==> config.mk <==
export PLATFORM = sky130hd
export DESIGN_NAME = fp_cond_commit
export DESIGN_NICKNAME = d
export VERILOG_FILES = /design/src/rtl/fpcc_pkg.sv /design/src/rtl/fpcc_cond_eval.sv /design/src/rtl/fpcc_aware_decode.sv /design/src/rtl/fpcc_move_sel.sv /design/src/rtl/fp_cond_commit.sv
export SDC_FILE = /design/constraint.sdc
export NUM_CORES = 1
export LEC_CHECK = 0
export ABC_AREA = 1
export BUFFER_PORTS_ARGS = -buffer_cell sky130_fd_sc_hd__clkbuf_2
export CAP_MARGIN = 5
export CELL_PAD_IN_SITES_DETAIL_PLACEMENT = 1
export CELL_PAD_IN_SITES_GLOBAL_PLACEMENT = 2
export CORE_ASPECT_RATIO = 2
export CORE_UTILIZATION = 21
export DETAILED_ROUTE_END_ITERATION = 10
export HOLD_SLACK_MARGIN = 0.08
export PLACE_DENSITY = 0.83
export SLEW_MARGIN = 5
export SYNTH_ARGS = -nofsm -noshare
export SYNTH_HDL_FRONTEND = slang
export SYNTH_HIERARCHICAL = 1
export SYNTH_SLANG_ARGS = --single-unit
export TNS_END_PERCENT = 1
==> constraint.sdc <==
create_clock -name clk -period 0.8 [get_ports clk]
set_input_delay 0.08 -clock clk [delete_from_list [all_inputs] [get_ports clk]]
set_output_delay 0.08 -clock clk [all_outputs]
set_load 0.05 [all_outputs]
==> src/rtl/fpcc_pkg.sv <==
package fpcc_pkg;

    localparam int CC_W     = 5;
    localparam int CFLAG_W  = 4;
    localparam int EXC_W    = 6;
    localparam int NUM_PAIR = 10;

    // comparison flag bit positions
    localparam int FL_N   = 3;
    localparam int FL_Z   = 2;
    localparam int FL_I   = 1;
    localparam int FL_U   = 0;

    // exception flag bit position of the sticky unordered-compare bit
    localparam int EX_UNORD = 5;

    // even code = plain test (expression == 0), odd code = negated test
    typedef enum logic [CC_W-1:0] {
        CC_EQ   = 5'd0,  CC_NE   = 5'd1,
        CC_GT   = 5'd2,  CC_NGT  = 5'd3,
        CC_GE   = 5'd4,  CC_NGE  = 5'd5,
        CC_LT   = 5'd6,  CC_NLT  = 5'd7,
        CC_LE   = 5'd8,  CC_NLE  = 5'd9,
        CC_GL   = 5'd10, CC_NGL  = 5'd11,
        CC_GLE  = 5'd12, CC_NGLE = 5'd13,
        CC_MI   = 5'd14, CC_PL   = 5'd15,
        CC_INF  = 5'd16, CC_NINF = 5'd17,
        CC_ORD  = 5'd18, CC_UNO  = 5'd19,
        CC_ERR  = 5'd20
    } fpcc_code_e;

endpackage

==> src/rtl/fpcc_cond_eval.sv <==
module fpcc_cond_eval
    import fpcc_pkg::*;
(
    input  logic [CC_W-1:0]    cc_sel_i,
    input  logic [CFLAG_W-1:0] cond_flags_i,
    input  logic [EXC_W-1:0]   exc_flags_i,
    output logic               truth_o
);

    localparam int IDX_W = CC_W - 1;

    logic [(1<<IDX_W)-1:0] pair_expr;
    logic [IDX_W-1:0]      pair_idx;
    logic                  n, z, i, u;

    assign n        = cond_flags_i[FL_N];
    assign z        = cond_flags_i[FL_Z];
    assign i        = cond_flags_i[FL_I];
    assign u        = cond_flags_i[FL_U];
    assign pair_idx = cc_sel_i[CC_W-1:1];

    // one expression per pair; the plain code is true when it is 0
    always_comb begin
        pair_expr     = '0;
        pair_expr[0]  = ~z;
        pair_expr[1]  = u | z | n;
        pair_expr[2]  = u | (n & ~z);
        pair_expr[3]  = u | z | ~n;
        pair_expr[4]  = u | ~(n | z);
        pair_expr[5]  = u | z;
        pair_expr[6]  = u;
        pair_expr[7]  = ~n;
        pair_expr[8]  = ~i;
        pair_expr[9]  = u;
    end

    always_comb begin
        if (cc_sel_i < CC_W'(2 * NUM_PAIR)) begin
            truth_o = cc_sel_i[0] ? pair_expr[pair_idx] : ~pair_expr[pair_idx];
        end else if (cc_sel_i == CC_ERR) begin
            truth_o = |exc_flags_i;
        end else begin
            truth_o = 1'b0;
        end
    end

endmodule

==> src/rtl/fpcc_aware_decode.sv <==
module fpcc_aware_decode
    import fpcc_pkg::*;
(
    input  logic [CC_W-1:0] cc_sel_i,
    output logic            aware_o
);

    always_comb begin
        unique case (cc_sel_i)
            CC_GT, CC_NGT, CC_GE, CC_NGE, CC_LT, CC_NLT,
            CC_LE, CC_NLE, CC_GL, CC_NGL, CC_GLE, CC_NGLE,
            CC_INF, CC_NINF: aware_o = 1'b1;
            default:         aware_o = 1'b0;
        endcase
    end

endmodule

==> src/rtl/fpcc_move_sel.sv <==
module fpcc_move_sel #(
    parameter int REG_W = 3
) (
    input  logic             mov_valid_i,
    input  logic [REG_W-1:0] mov_src_i,
    input  logic [REG_W-1:0] mov_dst_i,
    output logic [REG_W-1:0] src_o,
    output logic [REG_W-1:0] dst_o
);

    // an absent move becomes register 0 copied onto itself
    assign src_o = mov_valid_i ? mov_src_i : '0;
    assign dst_o = mov_valid_i ? mov_dst_i : '0;

endmodule

==> src/rtl/fp_cond_commit.sv <==
module fp_cond_commit
    import fpcc_pkg::*;
#(
    parameter int REG_W = 3
) (
    input  logic                clk,
    input  logic                rst_n,
    input  logic                valid_i,
    input  logic [CC_W-1:0]     cc_sel_i,
    input  logic [CFLAG_W-1:0]  cond_flags_i,
    input  logic [EXC_W-1:0]    exc_flags_i,
    input  logic [CFLAG_W-1:0]  new_cond_i,
    input  logic [EXC_W-1:0]    new_exc_i,
    input  logic                mov_valid_i,
    input  logic [REG_W-1:0]    mov_src_i,
    input  logic [REG_W-1:0]    mov_dst_i,
    input  logic                clr_sticky_i,
    output logic                commit_o,
    output logic [REG_W-1:0]    move_src_o,
    output logic [REG_W-1:0]    move_dst_o,
    output logic [CFLAG_W-1:0]  cond_o,
    output logic [EXC_W-1:0]    exc_o,
    output logic                unord_irq_o
);

    typedef struct packed {
        logic               commit;
        logic [REG_W-1:0]   src;
        logic [REG_W-1:0]   dst;
        logic [CFLAG_W-1:0] cond;
        logic [EXC_W-1:0]   exc;
        logic               irq;
    } cstate_t;

    cstate_t          st_d, st_q;
    logic             truth;
    logic             aware;
    logic             unord_set;
    logic [REG_W-1:0] src_eff, dst_eff;

    fpcc_cond_eval u_eval (
        .cc_sel_i     (cc_sel_i),
        .cond_flags_i (cond_flags_i),
        .exc_flags_i  (exc_flags_i),
        .truth_o      (truth)
    );

    fpcc_aware_decode u_aware (
        .cc_sel_i (cc_sel_i),
        .aware_o  (aware)
    );

    fpcc_move_sel #(.REG_W(REG_W)) u_move (
        .mov_valid_i (mov_valid_i),
        .mov_src_i   (mov_src_i),
        .mov_dst_i   (mov_dst_i),
        .src_o       (src_eff),
        .dst_o       (dst_eff)
    );

    assign unord_set = valid_i & aware & cond_flags_i[FL_U];

    always_comb begin
        st_d        = st_q;
        st_d.commit = 1'b0;
        // clear first so a set on the same edge wins
        if (clr_sticky_i) begin
            st_d.exc[EX_UNORD] = 1'b0;
            st_d.irq           = 1'b0;
        end
        if (valid_i) begin
            st_d.commit = truth;
            st_d.src    = src_eff;
            st_d.dst    = dst_eff;
            if (truth) begin
                st_d.cond               = new_cond_i;
                st_d.exc[EX_UNORD-1:0]  = new_exc_i[EX_UNORD-1:0];
                st_d.exc[EX_UNORD]      = st_d.exc[EX_UNORD] | new_exc_i[EX_UNORD];
            end
        end
        if (unord_set) begin
            st_d.exc[EX_UNORD] = 1'b1;
            st_d.irq           = 1'b1;
        end
    end

    always_ff @(posedge clk or negedge rst_n) begin
        if (!rst_n) begin
            st_q <= '0;
        end else begin
            st_q <= st_d;
        end
    end

    assign commit_o    = st_q.commit;
    assign move_src_o  = st_q.src;
    assign move_dst_o  = st_q.dst;
    assign cond_o      = st_q.cond;
    assign exc_o       = st_q.exc;
    assign unord_irq_o = st_q.irq;

endmodule

Yosys cells after proc, flatten, opt, wreduce, memory -nomap -nowiden
Memory sizes are Yosys's and may differ from the RTL's. Index checks and enable logic that the tools add are counted.

$mul: 0. Divide/modulo/power cells: 0. Magnitude comparators: 2. Equality and inequality tests: 1. Bitwise operators: 15. Add/sub/neg operators: 0. Shift operators: 0. Multiplexer cells: 13. Reduce and logical (&&, ||, !) cells: 3.

Operator list (count): $mux 17 (1); $mux 10 (1); $mux 1 (8); $or 1x1->1 (7); $mux 3 (2); $reduce_or 6->1 (1); $eq 5x5->1 const B (1); $lt 4x5->1 const B (1); $lt 5x5->1 const B (1); $not 1->1 (5); $bmux 1 s4 (1); $and 1x1->1 (3); $reduce_and 2->1 (1); $reduce_bool 2->1 (1).

Register bits after elaboration: 18. Memories: 1. ROM bits: 32. Output and inout bits: 18. Memory bits (writable): 0. Latch bits: 0.

Memories: (no name shown) (words 32, width 1, read ports 1, clocked after memory_dff 0, write ports 0, line fpcc_aware_decode.sv:9) `unique case (cc_sel_i)`.

Logic depth before layout (Yosys ltp)
Depth in word-level cells: 11. Mapped depth: 16. Mapped depth without buffers: 16.

By module
Netlist, hierarchy kept.

By module, submodules not included: fp_cond_commit (area an instance 688.2 um^2, times used 1, cells each 73, sequential area each 450.4 um^2); fpcc_cond_eval (area an instance 167.7 um^2, times used 1, cells each 36, sequential area each 0.0 um^2); fpcc_move_sel (area an instance 45.0 um^2, times used 1, cells each 12, sequential area each 0.0 um^2); fpcc_aware_decode (area an instance 36.3 um^2, times used 1, cells each 8, sequential area each 0.0 um^2).

Worst setup path before layout
OpenSTA, ideal clock, no wires.

Path kind: input to register. From: input cc_sel_i[3]. To: register st_q, in the netlist cond_o[0]. Stages: 16. Buffers on the path: 0. Setup time: 118 ps. Data required time: 682 ps. Setup slack: -309 ps. Arrival: 991 ps. Cell sequence: inv_2 nand2_1 nand2_1 nand2_1 nand3_1 nand2_1 nand2_1 nand2_2 nand2_1 nand2_1 nand3_1 nand2_1 nand2_4 clkinv_4 nand2_1 nand2_1.

Word-level cells in the longest chain between the ends: 6.

RTL lines: start, declared (line fp_cond_commit.sv:9) `input logic [CC_W-1:0] cc_sel_i,`; $bmux 1 s4 (line fpcc_cond_eval.sv:39) `truth_o = cc_sel_i[0] ? pair_expr[pair_idx] : ~pair_expr[pair_idx];`; $mux 1 (not written as such) (line fpcc_cond_eval.sv:39); $not 1->1 (line fpcc_cond_eval.sv:39); $mux 1 (line fpcc_cond_eval.sv:39); $mux 1 (*) (line fpcc_cond_eval.sv:38) `if (cc_sel_i < CC_W'(2 * NUM_PAIR)) begin`; via truth (line fp_cond_commit.sv:36) `logic truth;`; $reduce_and 2->1 (no line) (*); end signal, assigned (line fp_cond_commit.sv:91) `st_q <= st_d;`; end, declared (line fp_cond_commit.sv:35) `cstate_t st_d, st_q;`.

The timed path passes the listed nets; every way through them passes the cells marked *. The select of a mux whose other input is x is not followed. A chain may end at the register's enable or synchronous reset.

Worst setup path in the final report
From: input cc_sel_i[1]. To: register st_q, in the netlist cond_o[2].

The elaborated chain is that of the path after synthesis.

==> flow_metrics.env <==
export IMPL_ys_seq_elements=18
export IMPL_peakVddDrop_mv=0.969
export IMPL_final_max_slew_viol_count=0
export IMPL_ant_nets=0
export IMPL_tightest_slew_ns=0.457
export IMPL_grt_pass1_vias=1213
export IMPL_wl_per_cell_um=13.5
export IMPL_cts_root_buffer="clkbuf_8"
export IMPL_initial_core_util=0.218
export IMPL_firstDrtPassIters=4
export IMPL_fin_ws_ns=-0.322
export IMPL_postSynthAreaPerCell_sq_um=7.26
export IMPL_crit_start="cc_sel_i[1]"
export IMPL_clkLatencyLatePin_ns=0.25
export IMPL_cts_clk_slew_worst_paths_ns=0.06
export IMPL_final_hold_viol_count=0
export IMPL_grt_start_max_net_pins=19
export IMPL_violations="negative setup slack"
export IMPL_grt_setup_unrepaired="yes"
export IMPL_coreArea_sq_um=4300
export IMPL_pin_count=54
export IMPL_wirelength_mm=3.50
export IMPL_stdcell_count=260
export IMPL_synth_area_sq_um=937
export IMPL_min_path_type="in -> reg"
export IMPL_p_leak_uw=0.000978
export IMPL_r2r_end="exc_o[0]"
export IMPL_critPathArrivalTime_ns=1.31
export IMPL_outcome="complete, but fails checks"
export IMPL_nets=244
export IMPL_cts_tree="done"
export IMPL_syn_to_final_growth_pct=90.1
export IMPL_final_common_cell="nand2_1"
export IMPL_r2r_start="exc_o[0]"
export IMPL_final_cell_mix="nand2_1 (45), clkbuf_2 (32), inv_1 (18), dfrtp_1 (18), buf_8 (17)"
export IMPL_vias_per_cell=4.31
export IMPL_met1_usage=0.126
export IMPL_vias=1121
export IMPL_layout_drive_gt1_share=0.447
export IMPL_antenna_found_initial=0
export IMPL_maxCapViolCount=0
export IMPL_diodes=0
export IMPL_grt_usage=0.155
export IMPL_clock_sinks=18
export IMPL_reg2reg_depth=2
export IMPL_period_minus_slack_ns=1.12
export IMPL_fmax_mhz=891
export IMPL_die_h_um=96.5
export IMPL_numCtsBuffers=3
export IMPL_drc=0
export IMPL_portBuffers=53
export IMPL_dpl_cell_area_sq_um=1340
export IMPL_powerDensity_nw_per_um2=1900
export IMPL_cts_setup_buffers=0
export IMPL_fin_worst_skew_ns=0
export IMPL_dp_hpwl_mm=2.34
export IMPL_gr_total_overflow=0
export IMPL_finalSetupViolCount=29
export IMPL_h_tree_depth=1
export IMPL_grtUsageMet3=0.0235
export IMPL_first_iter_violations=4
export IMPL_syn_nets=165
export IMPL_syn_inst=129
export IMPL_max_slew_margin=0.695
export IMPL_worst_setup_path_end_kind="flip-flop"
export IMPL_gp_congestion=0.691
export IMPL_fillers=525
export IMPL_start_kind="input port"
export IMPL_synth_cell_types=19
export IMPL_worstSetupPathType="in -> reg"
export IMPL_design_die_area_sq_um=4750
export IMPL_fin_area_sq_um=1780
export IMPL_cp_max_fo=6
export IMPL_fin_crit_sh=1.40
export IMPL_use_met2=0.353
export IMPL_cts_max_path_buffers=2
export IMPL_r2r_slack_ns=0.12
export IMPL_crit_path_end="cond_o[2]"
export IMPL_die_w_um=49.2
export IMPL_cp_required_ns=0.99
export IMPL_synth_top_area_frac=0.481
export IMPL_finalSetupTns_ns=-4.98
export IMPL_grt_pass1_wl_mm=5.56
export IMPL_yosysTopAreaCell="dfrtp_1"
export IMPL_synth_area_leaders="dfrtp_1 (48%), nand2_1 (23%), inv_1 (7.2%)"
export IMPL_grt_busiest_layer="met2"
export IMPL_rows=34
export IMPL_ys_seq_area_frac=0.481
export IMPL_yosysWarnings=6
export IMPL_placed_cells=245
-- worst max-delay path, cell delays in order --
cell	delay [ns]
clkbuf_8	0.13
o21ai_2	0.13
nand3_1	0.09
nand2_1	0.08
nand2_1	0.07
nand2_2	0.08
nand2_1	0.05
nand2_1	0.06
nand3_2	0.08
nand2_4	0.14
nand2_8	0.10
inv_8	0.08
nand2_1	0.06
nand2_1	0.07
-- where the power goes --
part | total, uW | internal [uW] | switching, uW | leakage (uW)
combinational | 1550 | 641 | 913 | 0.000728
clock | 628 | 335 | 293 | 0.0000216
sequential | 1200 | 1050 | 148 | 0.000229
-- logic make-up after synthesis --
| logic type | Yosys count | share of synthesized area |
|---|---|---|
| buffers and inverters | 23 | 0.105 |
| AOI/OAI and AO/OA | 11 | 0.0708 |
| DFF | 18 | 0.481 |
| and+or+nand+nor | 77 | 0.343 |
-- what timing repair did --
item / CTS / global route
hold buffers: 10 / 0
cloned: 2 / 0
pin swaps: 9 / 7
endpoints found under the hold margin: 27 / 0
setup endpoints to repair: 29 / 29
resized for setup: 50 / 34
-- cells in the mapped netlist --
library cell  number
nand2_1           57
dfrtp_1           18
inv_1             18
nand3_1           11
o21ai_1            6
inv_2              3
nor2_1             3
o21ai_0            2
buf_6              1
clkinv_4           1
nand2_2            1
nand2_4            1
nand4_1            1
nor2_2             1
nor3_1             1
nor4_1             1
o211ai_1           1
o211ai_2           1
o22ai_1            1
-- metrics by stage --
| step | worst slack, ns | power [uW] | utilization | hold slack [ns] |
|---|---|---|---|---|
| floorplan | -0.280 | 1880 | - | -0.216 |
| global placement | -0.607 | 2240 | 0.312 | 0.0459 |
| detailed placement | -0.658 | 2260 | 0.312 | 0.0454 |
| CTS | -0.353 | 3210 | 0.396 | 0.0846 |
| global route | -0.433 | 3540 | 0.415 | 0.112 |
| finish | -0.322 | 3380 | 0.415 | 0.0857 |
-- registers in the layout (all words and copies together), names as in the netlist --
| register | flops |
|---|---|
| move_dst_o | 3 |
| move_src_o | 3 |
| unord_irq_o | 1 |
| exc_o | 6 |
| cond_o | 4 |
| commit_o | 1 |
-- worst min-delay path by stage --
stage / slack (ns) / start / cells after the start / end
after floorplan: -0.22 / rst_n / 0 / commit_o
after global placement: 0.05 / rst_n / 1 / cond_o[0]
after detailed placement: 0.05 / rst_n / 1 / exc_o[2]
after CTS: 0.08 / clr_sticky_i / 4 / unord_irq_o
after global routing: 0.11 / new_exc_i[5] / 3 / exc_o[5]
final: 0.09 / clr_sticky_i / 4 / unord_irq_o
-- layer usage --
metal	up-vias	share of wire
li1	553	-
met4	0	0.019
met2	40	0.64
met1	522	0.29
met5	-	0
met3	6	0.043
-- final cells by class --
cell class / count / area (sq um) / share of cell area
Clock buffer: 3 / 41.3 / 0.0232
Inverter: 22 / 97.6 / 0.0548
Multi-Input combinational cell: 89 / 468 / 0.263
Sequential cell: 18 / 450 / 0.253
Tap cell: 54 / 67.6 / 0.0379
Timing Repair Buffer: 73 / 646 / 0.362
Timing Repair inverter: 1 / 11.3 / 0.00632
(Power assumes the default switching activity.)
